## src/rtl/keyed_watchdog.sv

```systemverilog
`timescale 1ns/1ps
module keyed_watchdog #(
  parameter int TICKS_PER_UNIT = 512,
  parameter int LEN_W          = 11,
  parameter int PULSE_TICKS    = 4,
  parameter int ADDR_W         = 8,
  parameter int LEN_RESET      = 1984
) (
  input  logic              clk,
  input  logic              rst_n,
  input  logic              tick,
  input  logic              bus_valid,
  input  logic              bus_write,
  input  logic [ADDR_W-1:0] bus_addr,
  input  logic [31:0]       bus_wdata,
  output logic [31:0]       bus_rdata,
  output logic              sys_rst,
  output logic              ext_rst,
  output logic              irq
);
  localparam int CNT_W = LEN_W + $clog2(TICKS_PER_UNIT);
  localparam int PW    = $clog2(PULSE_TICKS + 1);
  localparam logic [ADDR_W-1:0] A_MODE  = ADDR_W'(8'h00);
  localparam logic [ADDR_W-1:0] A_LEN   = ADDR_W'(8'h04);
  localparam logic [ADDR_W-1:0] A_KICK  = ADDR_W'(8'h08);
  localparam logic [ADDR_W-1:0] A_SWRST = ADDR_W'(8'h14);

  logic             mode_en, mode_pol, mode_ext, mode_irq, mode_auto, mode_dual;
  logic [LEN_W-1:0] len;
  logic [CNT_W-1:0] cnt;
  logic [PW-1:0]    pcnt;
  logic [CNT_W-1:0] reload;
  logic wr, wr_mode, wr_len, wr_kick, wr_swrst, load, expire;

  assign wr       = bus_valid & bus_write;
  assign wr_mode  = wr && bus_addr == A_MODE  && bus_wdata[31:24] == 8'h22;
  assign wr_len   = wr && bus_addr == A_LEN   && bus_wdata[4:0] == 5'h08;
  assign wr_kick  = wr && bus_addr == A_KICK  && bus_wdata == 32'h0000_1971;
  assign wr_swrst = wr && bus_addr == A_SWRST && bus_wdata == 32'h0000_1209;

  assign reload = CNT_W'(len) * CNT_W'(TICKS_PER_UNIT);
  assign load   = wr_kick | (wr_mode & bus_wdata[0] & ~mode_en);
  assign expire = mode_en & tick & ~load & (cnt <= CNT_W'(1));

  always_ff @(posedge clk or negedge rst_n) begin
    if (!rst_n) begin
      {mode_en, mode_pol, mode_ext, mode_irq, mode_auto, mode_dual} <= '0;
    end else if (wr_mode) begin
      mode_en   <= bus_wdata[0];
      mode_pol  <= bus_wdata[1];
      mode_ext  <= bus_wdata[2];
      mode_irq  <= bus_wdata[3];
      mode_auto <= bus_wdata[4];
      mode_dual <= bus_wdata[6];
    end
  end

  always_ff @(posedge clk or negedge rst_n) begin
    if (!rst_n)      len <= LEN_W'(LEN_RESET);
    else if (wr_len) len <= bus_wdata[5 +: LEN_W];
  end

  always_ff @(posedge clk or negedge rst_n) begin
    if (!rst_n)                cnt <= '0;
    else if (load || expire)   cnt <= reload;
    else if (mode_en && tick)  cnt <= cnt - CNT_W'(1);
  end

  always_ff @(posedge clk or negedge rst_n) begin
    if (!rst_n)                      pcnt <= '0;
    else if (expire || wr_swrst)     pcnt <= PW'(PULSE_TICKS);
    else if (tick && pcnt != '0)     pcnt <= pcnt - PW'(1);
  end

  always_ff @(posedge clk or negedge rst_n) begin
    if (!rst_n)                  irq <= 1'b0;
    else if (expire && mode_irq) irq <= 1'b1;
    else if (wr_kick)            irq <= 1'b0;
  end

  assign sys_rst = pcnt != '0;
  assign ext_rst = (sys_rst && mode_ext) ? mode_pol : ~mode_pol;

  always_comb begin
    case (bus_addr)
      A_MODE:  bus_rdata = {25'd0, mode_dual, 1'b0, mode_auto, mode_irq, mode_ext, mode_pol, mode_en};
      A_LEN:   bus_rdata = 32'(len) << 5;
      default: bus_rdata = 32'd0;
    endcase
  end
endmodule

```

## config.mk

```make
export PLATFORM = sky130hd
export DESIGN_NAME = keyed_watchdog
export DESIGN_NICKNAME = d
export VERILOG_FILES = /design/src/rtl/keyed_watchdog.sv
export SDC_FILE = /design/constraint.sdc
export NUM_CORES = 1
export LEC_CHECK = 0
export BUFFER_PORTS_ARGS = -buffer_cell sky130_fd_sc_hd__clkbuf_2
export CAP_MARGIN = 40
export CORE_MARGIN = 3
export CORE_UTILIZATION = 45
export CTS_CLUSTER_DIAMETER = 100
export DETAILED_ROUTE_END_ITERATION = 10
export HOLD_SLACK_MARGIN = 0.02
export PLACE_DENSITY = 0.71
export SLEW_MARGIN = 20
export SYNTH_ARGS = -nofsm -noshare
export SYNTH_HDL_FRONTEND = slang
export SYNTH_SLANG_ARGS = --single-unit
```

## constraint.sdc

```tcl
create_clock -name clk -period 5.5 [get_ports clk]
set_input_delay 1.65 -clock clk [delete_from_list [all_inputs] [get_ports clk]]
set_output_delay 1.65 -clock clk [all_outputs]
set_load 0.05 [all_outputs]
```

Word level (Yosys, flattened, before mapping) --
Index checks and enable logic that the tools add are counted. W data, S select, Z words.
Cells by class: add/sub/neg operators 2, mux-type cells 8, order comparisons 1, equal/unequal tests 7, bitwise operators 10, reduce and logical (&&, ||, !) cells 19
Operators with widths (number):
- $eq A32 B13 Y1 const B | 2
- $mux W20 | 2
- $pmux W16 S2 | 1
- $le A20 B1 Y1 const B | 1
- $sub A20 B1 Y20 const B | 1
- $logic_and A1 B1 Y1 | 12
- $eq A8 B3 Y1 const B | 1
- $eq A8 B4 Y1 const B | 1
- $eq A8 B5 Y1 const B | 1
- $eq A8 B6 Y1 const B | 1
- $logic_not A8 Y1 | 1
- $and A1 B1 Y1 | 6
- $mux W3 | 2
- $reduce_bool A2 Y1 | 3
- $eq A5 B4 Y1 const B | 1
- $mux W1 | 3
- $not A1 Y1 | 3
- $reduce_bool A3 Y1 | 1
- $sub A3 B1 Y3 const B | 1
- $logic_or A1 B1 Y1 | 2
- $or A1 B1 Y1 | 1
Storage, ports and cells: register bits 41, word-level logic and storage cells 57

Depth between registers and ports, before layout --
Gate-level depths: netlist of the first run.
depth after elaboration 11, mapped depth 10, depth with buffers taken out 8

Least setup slack after synthesis of the first run --
Ideal clock, no wire load.
kind input port to output port, from input port bus_addr[0], to output port bus_rdata[10], data required time 3.850 ns, stages on the path 5, data arrival time 3.289 ns, setup slack 0.561 ns, path through or4_1 > nor3_1 > and3b_1 > clkbuf_1 > and2_1
On the way: longest elaborated chain between the ends 2, elaborated cells between the ends (all ways) 3, classes of those cells eq/ne: 1; mux: 1; reduce/logical: 1
RTL lines:
- from (decl) | RTL line 14 | input logic [ADDR_W-1:0] bus_addr,
- $eq A8 B3 Y1 or $logic_not A8 Y1 (tied branches) | RTL line 85 | case (bus_addr)
- $pmux W16 S2 (*) | RTL line 85
- to (decl) | RTL line 16 | output logic [31:0] bus_rdata,
Every way passes the cells marked *; elsewhere a longest branch is shown, timed or not.

Worst setup path after layout of the first run --
from input port bus_addr[0], to output port bus_rdata[8]
The elaborated chain is that of the path after synthesis.

==> results of run 1 <==
[stage by stage]
step | setup slack (ns) | std cells
floorplan | 0.561 | 281
global placement | 0.408 | 392
detailed placement | 0.360 | 393
CTS | 0.354 | 401
global route | 0.236 | 401
finish | 0.339 | 401
[cells in the mapped netlist (2+ instances only)]
cell	n
dfrtp_1	36
mux2_2	19
nor2_1	19
buf_4	17
and2_1	13
nand2_1	13
a21oi_1	11
xnor2_1	11
nor3_1	10
and3_1	9
nor4_1	9
o211ai_1	7
xor2_1	7
inv_1	6
dfstp_2	5
mux2_1	5
a31oi_1	4
buf_6	4
ha_1	4
nand4_1	4
or4_1	4
nand3_1	3
o21ai_0	3
o21ai_1	3
or3_1	3
a32o_1	2
and3b_1	2
and4_1	2
clkbuf_1	2
nand2b_1	2
nor2_2	2
nor3b_1	2
nor4_2	2
nor4b_1	2
[registers in the layout (all words and copies together) (netlist names)]
name / cells
cnt: 20
irq: 1
len: 11
mode_auto: 1
mode_dual: 1
mode_en: 1
mode_ext: 1
mode_irq: 1
mode_pol: 1
pcnt: 3
[routing by layer]
metal | track usage [%] | part of all wire (%) | up-vias
met3 | 3.37 | 5.5 | 7
met5 | 0 | 0 | -
li1 | - | - | 1058
met2 | 30.2 | 49 | 69
met4 | 4.31 | 1.1 | 0
met1 | 24.3 | 44 | 1051
[final cells by class]
cell class	instances	area, um2	share of cell area (%)
Clock buffer	5	68.8	2.22
Clock inverter	3	46.3	1.49
Inverter	6	22.5	0.726
Multi-Input combinational cell	210	1500	48.3
Sequential cell	41	1030	33.3
Tap cell	72	90.1	2.90
Timing Repair Buffer	64	343	11.0
[power breakdown]
part,internal [W],leakage [nW],switching [W]
logic,0.0000392,0.937,0.0000802
clock network,0.000136,0.0543,0.000110
registers,0.000313,0.543,0.00000538
[kinds of logic (layout without fill, tap and decap cells)]
kind of cell / count (synthesis) / in the layout / share of synthesized area, %
AOI/OAI and AO/OA: 37 / 37 / 10.2
other: 1 / 16 / 0.140
xor gates and xnor gates: 18 / 18 / 5.87
DFF: 41 / 41 / 38.5
buffers and inverters: 30 / 78 / 7.74
muxes: 25 / 25 / 10.4
and+or+nand+nor: 110 / 110 / 25.3
adders and majority gates: 4 / 4 / 1.86
[final timing paths]
kind,startpoint,end,slack [ns],cells after the start
worst max-delay path,bus_addr[0],bus_rdata[8],0.34,6
worst max register to register,cnt[6]$_DFFE_PN0P_,cnt[17]$_DFFE_PN0P_,2.86,5
worst min-delay path,mode_auto$_DFFE_PN0N_,mode_auto$_DFFE_PN0N_,0.50,1
worst min register to register,mode_auto$_DFFE_PN0N_,mode_auto$_DFFE_PN0N_,0.50,1
min in group asynchronous,rst_n,cnt[4]$_DFFE_PN0P_,1.30,1
max in group asynchronous,rst_n,len[8]$_DFFE_PN1P_,3.63,2
==> impl_metrics.py, run 1 <==
metrics = {
    "critical_path": {
        "arrival_ns": 3.51,
        "worst_setup_path_start_kind": "primary input",
        "crit_fanout": 12,
        "crit_top_cell": "clkbuf_2",
        "worstSetupPathType": "primary input to output pin",
        "path_buf_inv": 2,
        "slowest_stage": "or4_1",
        "endpoint_kind": "output pin",
        "cp_cell_sequence": "clkbuf_2, or4_1, nor3_1, and3b_1, and2_1, clkbuf_2",
        "critical_path.max_stage_delay_ns": 0.54,
        "required_ns": 3.85,
        "critPathTopFamily": "simple AND/OR/NAND/NOR gates",
    },
    "floorplan": {
        "die-width_um": 83.2,
        "initial_core_util_pct": 47.6,
        "rows": 27,
        "core_area_um2": 5640,
        "ios": 80,
        "die_h_um": 83.2,
        "die_area_um2": 6930,
    },
    "yosys": {
        "synth_top_area_share_pct": 33.6,
        "synth.distinct_cells": 53,
        "yosysSeqAreaShare_pct": 38.5,
        "yosysTopAreaCell": "dfrtp_1",
        "synth_ff_type": "dfrtp_1",
        "ys_top_cells_by_area": "dfrtp_1 (34%), mux2_2 (8.0%), dfstp_2 (4.9%), buf_4 (4.8%), xnor2_1 (3.6%)",
        "synth-edff-count": 0,
        "syn_area_per_cell_um2": 10.1,
        "synth_seq_cells": 41,
        "syn-instance-count": 266,
        "async_flop_share_pct": 100,
        "synth_area_um2": 2680,
        "yosys_warnings": 0,
    },
    "clock_network": {
        "clock_path_buffers": 2,
        "cts_sinks": 41,
        "cts_max_level": 2,
        "cts_inserted_buffers": 5,
        "postCtsHoldBufs": 0,
        "cts_root_buf": "clkbuf_8",
        "post_cts_resized": 0,
        "clkSlewWorstSetupHoldPaths_ns": 0.08,
        "cts_tree": "yes",
        "post-cts-setup-buffers": 0,
        "insertion_delay_ns": 0.30,
    },
    "sta": {
        "period_share_pct": 93.8,
        "period_needed_ns": 5.16,
        "setup_tns_ns": 0,
        "hold_ws_ns": 0.501,
        "final-setup-viol-count": 0,
        "worst_pin_slew_ns": 0.833,
        "skew_ns": 0.00716,
        "grt_setup_unrepaired": "false",
        "slew_viol_final": 0,
        "relSlewSlack_pct": 44.2,
        "finalHoldViolCount": 0,
        "max_freq_mhz": 194,
    },
    "cells_and_area": {
        "nFillCells": 487,
        "fin_nets": 377,
        "final_common_cell": "clkbuf_2",
        "layout_common_cells": "clkbuf_2 (63), dfrtp_1 (36), nor2_1 (19), mux2_2 (19), conb_1 (16)",
        "fin_area_um2": 3100,
        "fin_util_pct": 55.0,
        "layout-drive-gt1-share_pct": 33.4,
        "area_growth_pct": 15.6,
        "diodes": 0,
    },
    "detailed_routing": {
        "first_pass_iters": 4,
        "drtIter0Drc": 97,
        "totalWireLength_mm": 6.09,
        "avgViaCountPerCell": 5.45,
        "vias": 2185,
        "final_antenna_net_count": 0,
        "drc_errors": 0,
        "wl_per_cell_um": 15.2,
    },
    "run_status": {
        "status": "complete, no violations",
    },
    "placement": {
        "dp_hpwl_mm": 4.76,
        "gp_congestion": 0.844,
        "io_buffers": 63,
        "place_area_um2": 2990,
    },
    "power_and_ir_drop": {
        "p_per_area_nw_per_um2": 220,
        "peakVddDrop_mv": 0.135,
        "power_leakage_nw": 1.53,
        "finalPower_w": 0.000684,
    },
    "global_routing": {
        "grt_pass1_vias": 2205,
        "grt_pass1_wl_mm": 10.4,
        "grt_max_degree": 25,
        "grt_usage_pct": 18.1,
        "antenna_found_initial": 0,
        "grt_overflow_total": 0,
    },
    "worst_hold_path": {
        "hp-class": "flop to flop",
    },
    "job": {
        "cap_violations": 0,
    },
}
No activity file was read; power rests on OpenSTA's default activity.
==> run 2: changes to the inputs <==
PLACE_DENSITY = default   (was 0.71)
PLACE_DENSITY_LB_ADDON = 0.25   (was default)
==> run 2 against run 1 <==
Clock skew down 0.0022 ns. Critical path depth unchanged. Sequential share of layout area unchanged. Non-clock buffer count unchanged. Sequential power about the same. Wire length up 0.79%. Power up 1.3%. Core utilization unchanged. Combinational power about the same. Cell count unchanged.
==> impl_metrics.py, run 2 (synthesized netlist as in run 1, its figures left out) <==
metrics = {
    "run_status": {
        "status": "complete, no violations",
    },
    "global_routing": {
        "grt_pass1_vias": 2161,
        "antenna_found_initial": 0,
        "grt_pass1_wl_mm": 10.6,
        "grt_overflow_total": 0,
        "grt_usage_pct": 18.6,
        "grt_max_degree": 23,
    },
    "floorplan": {
        "die-width_um": 83.2,
        "core_area_um2": 5640,
        "rows": 27,
        "die_h_um": 83.2,
        "die_area_um2": 6930,
        "initial_core_util_pct": 47.6,
        "ios": 80,
    },
    "sta": {
        "skew_ns": 0.00497,
        "finalHoldViolCount": 0,
        "period_share_pct": 94.6,
        "max_freq_mhz": 192,
        "final-setup-viol-count": 0,
        "grt_setup_unrepaired": "false",
        "setup_tns_ns": 0,
        "slew_viol_final": 0,
        "relSlewSlack_pct": 45.1,
        "worst_pin_slew_ns": 0.821,
        "period_needed_ns": 5.20,
    },
    "clock_network": {
        "cts_sinks": 41,
        "clock_path_buffers": 2,
        "postCtsHoldBufs": 0,
        "insertion_delay_ns": 0.30,
        "cts_tree": "yes",
        "post-cts-setup-buffers": 0,
        "cts_root_buf": "clkbuf_8",
        "cts_max_level": 2,
        "cts_inserted_buffers": 5,
        "clkSlewWorstSetupHoldPaths_ns": 0.09,
        "post_cts_resized": 0,
    },
    "detailed_routing": {
        "vias": 2226,
        "drtIter0Drc": 96,
        "avgViaCountPerCell": 5.55,
        "drc_errors": 0,
        "final_antenna_net_count": 0,
        "totalWireLength_mm": 6.14,
        "first_pass_iters": 4,
        "wl_per_cell_um": 15.3,
    },
    "critical_path": {
        "crit_start": "bus_addr[0]",
        "critical_path.max_stage_delay_ns": 0.55,
        "worstSetupPathType": "primary input to output pin",
        "slowest_stage": "or4_1",
        "cp_cell_sequence": "clkbuf_2, or4_1, nor3_1, and3b_1, and2_1, clkbuf_2",
        "path_buf_inv": 2,
        "worst_setup_path_start_kind": "primary input",
        "reg2reg_to": "cnt[9]$_DFFE_PN0P_",
        "arrival_ns": 3.55,
        "cp.depth": 6,
        "cp-endpoint": "bus_rdata[8]",
        "crit_fanout": 12,
        "r2r_slack_ns": 2.89,
        "worstRegToRegCells": 5,
        "reg2reg_from": "cnt[6]$_DFFE_PN0P_",
        "required_ns": 3.85,
        "endpoint_kind": "output pin",
        "critPathTopFamily": "simple AND/OR/NAND/NOR gates",
        "crit_top_cell": "clkbuf_2",
    },
    "cells_and_area": {
        "final_common_cell": "clkbuf_2",
        "diodes": 0,
        "fin_nets": 377,
        "fin_area_um2": 3100,
        "largest_register_ffs": 20,
        "reg.largest.list": "cnt: 20 flops, len: 11 flops, pcnt: 3 flops",
        "top_register": "cnt",
        "area_growth_pct": 15.6,
        "fin_cells": 401,
        "layout_common_cells": "clkbuf_2 (63), dfrtp_1 (36), nor2_1 (19), mux2_2 (19), conb_1 (16)",
        "layout-drive-gt1-share_pct": 33.4,
    },
    "power_and_ir_drop": {
        "power_frac_seq_pct": 46.0,
        "p_switching_w": 0.000205,
        "pwr-share-comb_pct": 17.6,
        "p_per_area_nw_per_um2": 223,
        "p_int_w": 0.000488,
        "power_leakage_nw": 1.53,
        "peakVddDrop_mv": 0.163,
        "swShare_pct": 29.6,
        "power_frac_clock_pct": 36.4,
    },
    "worst_hold_path": {
        "hp-class": "flop to flop",
    },
    "job": {
        "cap_violations": 0,
    },
    "placement": {
        "dp_hpwl_mm": 4.79,
        "gp_congestion": 0.823,
        "io_buffers": 63,
        "place_area_um2": 2990,
        "placed_cells": 393,
    },
}
[run 2: how the worst min path moves through the flow]
stage | start | end | slack [ns] | cells past startpoint
floorplan | len[1]$_DFFE_PN0P_ | cnt[10]$_DFFE_PN0P_ | 0.47 | 2
global placement | mode_auto$_DFFE_PN0N_ | mode_auto$_DFFE_PN0N_ | 0.48 | 1
detailed placement | mode_auto$_DFFE_PN0N_ | mode_auto$_DFFE_PN0N_ | 0.49 | 1
CTS | mode_auto$_DFFE_PN0N_ | mode_auto$_DFFE_PN0N_ | 0.51 | 1
global route | mode_dual$_DFFE_PN0N_ | mode_dual$_DFFE_PN0N_ | 0.53 | 1
finish | mode_auto$_DFFE_PN0N_ | mode_auto$_DFFE_PN0N_ | 0.51 | 1
[run 2: worst register-to-register path, cell delays in order (launching register included)]
cell and delay, ns:
dfrtp_1 0.42, or4_1 0.62, nor3_2 0.36, nand3_1 0.25
nand2_1 0.45, mux2_2 0.39
[run 2: layout make-up]
class / count / area, um2
multi-input cells: 210 / 1500
repair buffers: 64 / 343
clock buffers: 5 / 68.8
well taps: 72 / 90.1
clock inverters: 3 / 46.3
flip-flops and latches: 41 / 1030
inverters: 6 / 22.5
fillers: 512 / 2540
[run 2: through the flow]
step	worst slack [ns]	power, W	util (%)	hold WS [ns]
detailed placement	0.341	0.000448	53.0	0.492
global placement	0.403	0.000441	52.5	0.482
floorplan	0.561	0.000413	-	0.470
finish	0.296	0.000693	55.0	0.508
global route	0.0859	0.000726	55.0	0.533
CTS	0.296	0.000699	55.0	0.511
[run 2: power groups by stage]
stage	Sequential (W)	Combinational, W	Clock (W)
2_1_floorplan	0.000323	0.0000898	0
3_3_place_gp	0.000324	0.000117	0
3_5_place_dp	0.000325	0.000123	0
4_1_cts	0.000320	0.000123	0.000256
5_1_grt	0.000320	0.000134	0.000271
6_report	0.000319	0.000122	0.000252
[run 2: metal layers]
metal,vias to the layer above,routed length (um),GRT usage [%]
met4,0,100,5.20
met2,71,2920,29.3
li1,1070,-,-
met1,1075,2820,26.3
met3,10,298,3.17
met5,-,0,0
